<file path="src/rtl/tmr16_pkg.sv">
`timescale 1ns/1ps
package tmr16_pkg;

    // Byte address map: pairs occupy 0..7, low byte at even, high at odd
    localparam int unsigned NUM_PAIRS   = 4;
    localparam int unsigned PAIR_SPAN   = 2 * NUM_PAIRS;
    localparam int unsigned ADR_STATUS  = 8;
    localparam int unsigned ADR_CONTROL = 9;

    // Status bit positions
    localparam int unsigned STAT_A_BIT  = 0;
    localparam int unsigned STAT_B_BIT  = 1;
    localparam int unsigned CTRL_RUN_BIT = 0;

    typedef enum logic [1:0] {
        PAIR_COUNT = 2'd0,
        PAIR_CMP_A = 2'd1,
        PAIR_CMP_B = 2'd2,
        PAIR_CAPT  = 2'd3
    } tmr_pair_e;

    typedef struct packed {
        logic      pair_hit;
        logic      hi_half;
        tmr_pair_e pair;
        logic      stat_hit;
        logic      ctrl_hit;
    } tmr_dec_t;

endpackage

</file>
<file path="src/rtl/tmr16_decode.sv">
`timescale 1ns/1ps
module tmr16_decode
    import tmr16_pkg::*;
#(
    parameter int unsigned ADDR_W = 4
) (
    input  logic [ADDR_W-1:0] addr_i,
    output tmr_dec_t          dec_o
);

    localparam logic [ADDR_W-1:0] PAIR_LIMIT = ADDR_W'(PAIR_SPAN);
    localparam logic [ADDR_W-1:0] STAT_ADR   = ADDR_W'(ADR_STATUS);
    localparam logic [ADDR_W-1:0] CTRL_ADR   = ADDR_W'(ADR_CONTROL);

    always_comb begin
        dec_o          = '0;
        dec_o.pair_hit = (addr_i < PAIR_LIMIT);
        dec_o.hi_half  = addr_i[0];
        dec_o.pair     = tmr_pair_e'(addr_i[2:1]);
        dec_o.stat_hit = (addr_i == STAT_ADR);
        dec_o.ctrl_hit = (addr_i == CTRL_ADR);
    end

endmodule

</file>
<file path="src/rtl/tmr16_edge_sync.sv">
`timescale 1ns/1ps
module tmr16_edge_sync #(
    parameter int unsigned STAGES = 2
) (
    input  logic clk_i,
    input  logic rst_ni,
    input  logic async_i,
    output logic rise_o
);

    logic [STAGES-1:0] sync_d, sync_q;
    logic              prev_d, prev_q;

    always_comb begin
        sync_d[0] = async_i;
        prev_d    = sync_q[STAGES-1];
    end

    for (genvar s = 1; s < STAGES; s++) begin : g_chain
        always_comb sync_d[s] = sync_q[s-1];
    end

    always_ff @(posedge clk_i or negedge rst_ni) begin
        if (!rst_ni) begin
            sync_q <= '0;
            prev_q <= 1'b0;
        end else begin
            sync_q <= sync_d;
            prev_q <= prev_d;
        end
    end

    assign rise_o = sync_q[STAGES-1] & ~prev_q;

endmodule

</file>
<file path="src/rtl/tmr16_regs.sv">
`timescale 1ns/1ps
module tmr16_regs
    import tmr16_pkg::*;
#(
    parameter int unsigned BYTE_W = 8
) (
    input  logic                clk_i,
    input  logic                rst_ni,
    input  logic                rd_i,
    input  logic                wr_i,
    input  tmr_dec_t            dec_i,
    input  logic [BYTE_W-1:0]   wdata_i,
    input  logic                capt_pulse_i,
    output logic [BYTE_W-1:0]   rdata_o,
    output logic                flag_a_o,
    output logic                flag_b_o,
    output logic [2*BYTE_W-1:0] count_o,
    output logic [2*BYTE_W-1:0] cmp_a_o,
    output logic [BYTE_W-1:0]   latch_o,
    output logic                run_o
);

    localparam int unsigned REG_W = 2 * BYTE_W;

    typedef struct packed {
        logic [REG_W-1:0]  count;
        logic [REG_W-1:0]  cmp_a;
        logic [REG_W-1:0]  cmp_b;
        logic [REG_W-1:0]  capt;
        logic [BYTE_W-1:0] latch;
        logic              flag_a;
        logic              flag_b;
        logic              run;
    } tmr_state_t;

    tmr_state_t        st_d, st_q;
    logic [REG_W-1:0]  pair_val [NUM_PAIRS];
    logic              hit_a, hit_b;
    logic              rd_lo, wr_lo, wr_hi;
    logic              clr_a, clr_b;

    always_comb begin
        st_d = st_q;

        // Register values as seen by the pair index
        pair_val[PAIR_COUNT] = st_q.count;
        pair_val[PAIR_CMP_A] = st_q.cmp_a;
        pair_val[PAIR_CMP_B] = st_q.cmp_b;
        pair_val[PAIR_CAPT]  = st_q.capt;

        rd_lo = rd_i && dec_i.pair_hit && !dec_i.hi_half;
        wr_lo = wr_i && dec_i.pair_hit && !dec_i.hi_half;
        wr_hi = wr_i && dec_i.pair_hit &&  dec_i.hi_half;

        // Compare events only count while running
        hit_a = st_q.run && (st_q.count == st_q.cmp_a);
        hit_b = st_q.run && (st_q.count == st_q.cmp_b);

        if (st_q.run) begin
            st_d.count = hit_a ? '0 : st_q.count + 1'b1;
        end

        if (capt_pulse_i) begin
            st_d.capt = st_q.count;
        end

        // Shared latch: low read snapshots, high write loads (write wins)
        if (rd_lo) begin
            st_d.latch = pair_val[dec_i.pair][REG_W-1:BYTE_W];
        end
        if (wr_hi) begin
            st_d.latch = wdata_i;
        end

        // Low write commits latch plus byte; capture stays read-only
        if (wr_lo) begin
            unique case (dec_i.pair)
                PAIR_COUNT: st_d.count = {st_q.latch, wdata_i};
                PAIR_CMP_A: st_d.cmp_a = {st_q.latch, wdata_i};
                PAIR_CMP_B: st_d.cmp_b = {st_q.latch, wdata_i};
                default:    ;
            endcase
        end

        clr_a = wr_i && dec_i.stat_hit && wdata_i[STAT_A_BIT];
        clr_b = wr_i && dec_i.stat_hit && wdata_i[STAT_B_BIT];
        st_d.flag_a = (st_q.flag_a && !clr_a) || hit_a;
        st_d.flag_b = (st_q.flag_b && !clr_b) || hit_b;

        if (wr_i && dec_i.ctrl_hit) begin
            st_d.run = wdata_i[CTRL_RUN_BIT];
        end

        // Read data path, zero when idle
        rdata_o = '0;
        if (rd_i) begin
            if (dec_i.pair_hit) begin
                rdata_o = dec_i.hi_half ? st_q.latch
                                        : pair_val[dec_i.pair][BYTE_W-1:0];
            end else if (dec_i.stat_hit) begin
                rdata_o[STAT_A_BIT] = st_q.flag_a;
                rdata_o[STAT_B_BIT] = st_q.flag_b;
            end else if (dec_i.ctrl_hit) begin
                rdata_o[CTRL_RUN_BIT] = st_q.run;
            end
        end
    end

    always_ff @(posedge clk_i or negedge rst_ni) begin
        if (!rst_ni) begin
            st_q <= '0;
        end else begin
            st_q <= st_d;
        end
    end

    assign flag_a_o = st_q.flag_a;
    assign flag_b_o = st_q.flag_b;
    assign count_o  = st_q.count;
    assign cmp_a_o  = st_q.cmp_a;
    assign latch_o  = st_q.latch;
    assign run_o    = st_q.run;

endmodule

</file>
<file path="src/rtl/tmr16_byte_timer.sv">
`timescale 1ns/1ps
module tmr16_byte_timer
    import tmr16_pkg::*;
#(
    parameter int unsigned BYTE_W      = 8,
    parameter int unsigned ADDR_W      = 4,
    parameter int unsigned SYNC_STAGES = 2
) (
    input  logic              clk_i,
    input  logic              rst_ni,
    input  logic [ADDR_W-1:0] bus_addr_i,
    input  logic              bus_rd_i,
    input  logic              bus_wr_i,
    input  logic [BYTE_W-1:0] bus_wdata_i,
    output logic [BYTE_W-1:0] bus_rdata_o,
    input  logic              capture_i,
    output logic              match_a_irq_o,
    output logic              match_b_irq_o
);

    localparam int unsigned REG_W = 2 * BYTE_W;

    tmr_dec_t          dec;
    logic              capt_pulse;
    logic [REG_W-1:0]  count_w;
    logic [REG_W-1:0]  cmp_a_w;
    logic [BYTE_W-1:0] latch_w;
    logic              run_w;

    tmr16_decode #(
        .ADDR_W (ADDR_W)
    ) u_decode (
        .addr_i (bus_addr_i),
        .dec_o  (dec)
    );

    tmr16_edge_sync #(
        .STAGES (SYNC_STAGES)
    ) u_capt_sync (
        .clk_i   (clk_i),
        .rst_ni  (rst_ni),
        .async_i (capture_i),
        .rise_o  (capt_pulse)
    );

    tmr16_regs #(
        .BYTE_W (BYTE_W)
    ) u_regs (
        .clk_i        (clk_i),
        .rst_ni       (rst_ni),
        .rd_i         (bus_rd_i),
        .wr_i         (bus_wr_i),
        .dec_i        (dec),
        .wdata_i      (bus_wdata_i),
        .capt_pulse_i (capt_pulse),
        .rdata_o      (bus_rdata_o),
        .flag_a_o     (match_a_irq_o),
        .flag_b_o     (match_b_irq_o),
        .count_o      (count_w),
        .cmp_a_o      (cmp_a_w),
        .latch_o      (latch_w),
        .run_o        (run_w)
    );

endmodule

</file>
<file path="config.mk">
export PLATFORM = sky130hd
export DESIGN_NAME = tmr16_byte_timer
export DESIGN_NICKNAME = d
export VERILOG_FILES = /design/src/rtl/tmr16_pkg.sv /design/src/rtl/tmr16_decode.sv /design/src/rtl/tmr16_edge_sync.sv /design/src/rtl/tmr16_regs.sv /design/src/rtl/tmr16_byte_timer.sv
export SDC_FILE = /design/constraint.sdc
export NUM_CORES = 1
export LEC_CHECK = 0
export BUFFER_PORTS_ARGS = -buffer_cell sky130_fd_sc_hd__buf_2
export CORE_ASPECT_RATIO = 0.9
export CORE_UTILIZATION = 50
export DETAILED_ROUTE_END_ITERATION = 6
export HOLD_SLACK_MARGIN = 0.05
export PLACE_DENSITY_LB_ADDON = 0.1
export SKIP_LAST_GASP = 1
export SYNTH_ARGS = -nofsm -noshare
export SYNTH_HDL_FRONTEND = slang
export SYNTH_SLANG_ARGS = --single-unit
export TNS_END_PERCENT = 100
</file>
<file path="constraint.sdc">
create_clock -name clk_i -period 5.35 [get_ports clk_i]
set_input_delay 0.535 -clock clk_i [delete_from_list [all_inputs] [get_ports clk_i]]
set_output_delay 0.535 -clock clk_i [all_outputs]
set_load 0.05 [all_outputs]
</file>
Yosys cells after proc, flatten, opt, wreduce, memory -nomap -nowiden
Cells that the tools add are included.
{"block": "op_classes", "n_addsub": 1, "n_lt_le_gt_ge": 2, "eq_ne": 6, "mux": 18, "bitwise": 3, "n_reduce_logical": 22}
{"cell": "two-way mux 16 bit", "n": 7}
{"cell": "two-way mux 48 bit", "n": 1}
{"cell": "binary-select mux 16 bit (select 2 bit)", "n": 1}
{"cell": "== test 16 bit", "n": 2}
{"cell": "two-way mux 8 bit", "n": 4}
{"cell": "adder 16 x 1 -> 16 bit, second input constant", "n": 1}
{"cell": "logical AND 1 bit", "n": 13}
{"cell": "== test 4 bit, second input constant", "n": 2}
{"cell": "two-way mux 6 bit", "n": 1}
{"cell": "< comparator 4 bit, second input constant", "n": 1}
{"cell": "AND reduction 2 bit", "n": 2}
{"cell": ">= comparator 3 bit, second input constant", "n": 1}
{"cell": "zero test 1 bit", "n": 3}
{"cell": "two-way mux 1 bit", "n": 3}
{"cell": "NOT 2 -> 3 bit", "n": 1}
{"cell": "== test 2 x 1 -> 1 bit, second input constant", "n": 1}
{"cell": "== test 2 bit, second input constant", "n": 1}
{"cell": "zero test 2 bit", "n": 1}
{"cell": "logical OR 1 bit", "n": 2}
{"cell": "two-way mux 2 bit", "n": 1}
{"cell": "nonzero test 2 bit", "n": 1}
{"cell": "AND 1 bit", "n": 1}
{"cell": "NOT 1 bit", "n": 1}
{"block": "totals", "regBits": 78, "in_bits": 17, "word_cells": 62}

Logic depth before layout (Yosys ltp)
{"block": "logic_depth", "depth_word": 7, "depth_mapped": 7, "ltp_nobuf": 6}

Cells and area by module
A second synthesis with hierarchy kept.
{"block": "unflattened", "cells_unflattened": 402, "hier_area_um2": 4588.2}
{"module": "tmr16_regs", "n_inst": 1, "cells_per_inst": 392, "area_per_inst_um2": 4445.5, "seq_area_each_um2": 1876.8}
{"module": "tmr16_edge_sync", "n_inst": 1, "cells_per_inst": 4, "area_per_inst_um2": 88.8, "seq_area_each_um2": 75.1}
{"module": "tmr16_decode", "n_inst": 1, "cells_per_inst": 6, "area_per_inst_um2": 53.8, "seq_area_each_um2": 0.0}

Least setup slack after synthesis
No wires, ideal clock.
{"block": "synth_timing", "kind": "input to output", "start": "input port bus_addr_i[1]", "end": "output port bus_rdata_o[1]", "arrival_ps": 2218, "required_ps": 4815, "slack_ps": 2597, "path_stages": 4, "n_path_buf": 1, "path_cell_list": "clkbuf_1 > nor3b_1 > a32oi_1 > o22ai_1"}
{"block": "synth_between", "elab_chain_cells": 7, "word_cells_on_any_way": 10, "classes_between": "1 x order compare; 1 x eq/ne; 7 x mux; 1 x bitwise"}
{"element": "from (decl)", "line_no": "tmr16_byte_timer.sv:11", "source": "input logic [ADDR_W-1:0] bus_addr_i,"}
{"element": "NOT 2 -> 3 bit (implied by the code)", "line_no": "tmr16_regs.sv:99", "source": ": pair_val[dec_i.pair][BYTE_W-1:0];"}
{"element": "binary-select mux 16 bit (select 2 bit)", "line_no": "tmr16_regs.sv:99"}
{"element": "two-way mux 16 bit (implied by the code) (2 in series)", "line_no": "tmr16_regs.sv:99"}
{"element": "two-way mux 8 bit", "line_no": "tmr16_regs.sv:98", "source": "rdata_o = dec_i.hi_half ? st_q.latch"}
{"element": "two-way mux 2 bit *", "line_no": "tmr16_regs.sv:97", "source": "if (dec_i.pair_hit) begin"}
{"element": "two-way mux 8 bit *", "line_no": "tmr16_regs.sv:96", "source": "if (rd_i) begin"}
{"element": "to (decl)", "line_no": "tmr16_byte_timer.sv:15", "source": "output logic [BYTE_W-1:0] bus_rdata_o,"}
Mark *: on every way between the ends. The rest lies on a longest branch, timed or not. The select of a mux whose other input is x is not followed.

Worst setup path in the final report
Same ends and word-level chain as after synthesis.

==> results.json <==
{
  "vias": 2860,
  "fill_cells": 701,
  "io_pins": 27,
  "relSlewSlack": 0.2226,
  "hp-class": "in -> reg",
  "fin_nets": 383,
  "p_leak_nw": 1.986,
  "critPathKind": "in -> out",
  "seq_area_sq_mm": 0.001952,
  "ys_seq_elements": 78,
  "ys_seq_area_frac": 0.4581,
  "cts_tree": "done",
  "rsz0062_at_grt": "no",
  "grt_start_max_net_pins": 79,
  "dieHeight_microns": 89.57,
  "critPathBufInv": 2,
  "max_clock_freq_mhz": 371.6,
  "port_buffers": 26,
  "initial_core_util": 0.5230,
  "dpl_worst_slack_ns": 2.624,
  "final_cells": 469,
  "antennaDiodeCount": 0,
  "finalSetupTns_ns": 0,
  "die_area_sq_mm": 0.008894,
  "cts_buffers": 9,
  "required_ns": 4.82,
  "via_per_inst": 6.098,
  "ys_warn_count": 0,
  "drc": 0,
  "synth_area_sq_mm": 0.004260,
  "ctsHoldBuffers": 0,
  "synth.distinct_cells": 43,
  "grt_usage": 0.2489,
  "dr.pass1.iters": 4,
  "synth_async_sr_flop_share": 1.000,
  "totalWireLength_microns": 9918,
  "drive_above_1_share": 0.2784,
  "synth-edff-count": 0,
  "maxCapViolations": 0,
  "setup_viol": 0,
  "antenna_left": 0,
  "first_iter_violations": 169,
  "synthToLayoutAreaGrowth_pct": 8.047,
  "grt_pass1_wl_microns": 16010,
  "antenna_found_initial": 0,
  "maxSlewViolCount": 0,
  "p_total_mw": 2.169,
  "clock_latency_ns": 0.35,
  "gp_congestion": 0.8341,
  "rows": 31,
  "critical_path_arrival_ns": 2.16,
  "syn_avg_cell_area_sq_um": 11.83,
  "multi_input_area_sq_mm": 0.002116,
  "r2r_slack_ns": 2.83,
  "place_area_sq_mm": 0.004347,
  "synth_cells": 360,
  "core_area_sq_mm": 0.008145,
  "grt_pass1_vias": 2848,
  "postLayoutCellArea_sq_mm": 0.004603,
  "crit_chain": "buf_2 > mux4_2 > a32oi_1 > o22ai_1 > buf_2",
  "root_buffer": "clkbuf_8",
  "slowest_delay_ns": 0.58,
  "routedWlPerCell_microns": 21.15,
  "start_kind": "input port",
  "critPathCaptureType": "output port",
  "fin_ws_ns": 2.659,
  "clock_skew_ns": 0.009944,
  "cts_resized": 0,
  "die_w_microns": 99.30,
  "critPathSlowestCell": "mux4_2",
  "cts_sinks": 78,
  "cpLargestDelayFamily": "buffers and inverters",
  "dp_cells": 453,
  "cp_common_cell": "buf_2",
  "htree_levels": 3,
  "grt_overflow": 0,
  "cts_max_path_buffers": 2,
  "worst_slew_pin_slew_ns": 1.165,
  "min_period_over_period": 0.5030,
  "hold_viol_final": 0,
  "synth.net_count": 378,
  "hpwl_microns": 6748,
  "min_period_ns": 2.691,
  "status": "finished clean",
  "ys.flop_type": "dfrtp_1",
  "worstPathMaxFanout": 20,
  "powerDensity_mw_per_mm2": 471.2,
  "ir_drop_mv": 0.2172,
  "path_clk_slew_ns": 0.08,
  "cts_setup_buffers": 0
}
[layer usage]
layer	GRT usage	routed length, microns
met3	0.05418	445
met4	0.06417	91
met5	0	0
met1	0.3373	4600
met2	0.4148	4780
[per-stage QoR]
| stage | util | hold WS, ns |
|---|---|---|
| after global routing | 0.5651 | 0.2606 |
| after global placement | 0.5336 | 0.3363 |
| after detailed placement | 0.5336 | 0.3491 |
| after CTS | 0.5651 | 0.2688 |
| final | 0.5651 | 0.2826 |
| after floorplan | - | 0.2394 |
[path summary, 6_finish.rpt]
kind / start / to / cells after the start
hold reg to reg: u_capt_sync.sync_q[0] / u_capt_sync.sync_q[1] / 0
setup / recovery: bus_addr_i[1] / bus_rdata_o[1] / 5
hold / removal: capture_i / u_capt_sync.sync_q[0] / 1
setup reg to reg: u_regs.count_o[12] / u_regs.count_o[4] / 5
min in group asynchronous: rst_ni / u_regs.pair_val[4] / 1
max in group asynchronous: rst_ni / u_regs.cmp_a_o[9] / 1
[cell usage in the layout (no fill, tap or decap), drive strengths merged, types with 2 or more instances in the layout]
| cell type | Yosys | routed |
|---|---|---|
| mux2i | 10 | 10 |
| a21oi | 4 | 4 |
| clkbuf | 14 | 11 |
| nand2b | 2 | 2 |
| nor2 | 12 | 12 |
| nor3b | 4 | 4 |
| xor2 | 35 | 35 |
| nand4 | 7 | 7 |
| o22ai | 2 | 2 |
| inv | 6 | 6 |
| clkinvlp | 0 | 2 |
| nand2 | 40 | 40 |
| nand3 | 6 | 6 |
| xnor2 | 11 | 11 |
| dfrtp | 78 | 78 |
| mux2 | 44 | 44 |
| and4 | 2 | 2 |
| nor3 | 2 | 2 |
| bufinv | 0 | 3 |
| buf | 18 | 26 |
| a22oi | 7 | 7 |
| nand4b | 2 | 2 |
| o21ai | 5 | 5 |
| and3 | 2 | 2 |
| nor4 | 6 | 6 |
| o31ai | 14 | 14 |
| nand3b | 2 | 2 |
| mux4 | 16 | 16 |
| o41ai | 2 | 2 |
[cell type report]
type / count / area share
clock buffer: 11 / 0.03289
clock inverter: 5 / 0.02283
inverter: 6 / 0.004893
multi-input combinational: 244 / 0.4596
sequential: 78 / 0.4240
tap: 99 / 0.02691
timing repair buffer: 26 / 0.02881
[logic make-up after synthesis]
| family | after synthesis | share of synthesized area |
|---|---|---|
| compound gates | 37 | 0.06167 |
| xor+xnor | 46 | 0.09457 |
| fa+ha+maj | 1 | 0.002936 |
| buf+inv | 38 | 0.04669 |
| flops | 78 | 0.4581 |
| mux | 70 | 0.2244 |
| simple gates | 90 | 0.1116 |
[registers in the layout (all words and copies together) (netlist names)]
signal	flops
u_capt_sync.prev_q	1
u_capt_sync.sync_q	2
u_regs.cmp_a_o	16
u_regs.count_o	16
u_regs.flag_a_o	1
u_regs.flag_b_o	1
u_regs.latch_o	8
u_regs.pair_val	32
u_regs.run_o	1
[worst reg2reg max path, cell delays in order, from the launching register on]
cell and delay [ns]:
dfrtp_1 0.49, xor2_1 0.21, nor4_1 0.44, nand4_1 0.24, nor4_4 0.82, o31ai_1 0.16
[report_power, final]
part | internal (mW) | switching [mW]
Clock | 0.335 | 0.213
Sequential | 0.778 | 0.250
Combinational | 0.324 | 0.267
Total | 1.44 | 0.731
[synth_stat cells (3+ instances only)]
cell type | instances | area, sq um
a21oi_1 | 4 | 20.02
a22oi_1 | 7 | 52.55
buf_2 | 9 | 45.04
buf_4 | 4 | 30.03
buf_6 | 4 | 45.04
clkbuf_1 | 14 | 52.55
dfrtp_1 | 78 | 1952
inv_1 | 6 | 22.52
mux2_1 | 4 | 45.04
mux2_2 | 40 | 450.4
mux2i_1 | 10 | 100.1
mux4_2 | 16 | 360.4
nand2_1 | 40 | 150.1
nand3_1 | 6 | 30.03
nand4_1 | 7 | 43.79
nor2_1 | 12 | 45.04
nor4_1 | 4 | 25.02
o21ai_1 | 3 | 15.01
o31ai_1 | 13 | 97.59
xnor2_1 | 11 | 96.34
xor2_1 | 35 | 306.5
Note: power is estimated with default switching activity, not from simulation.
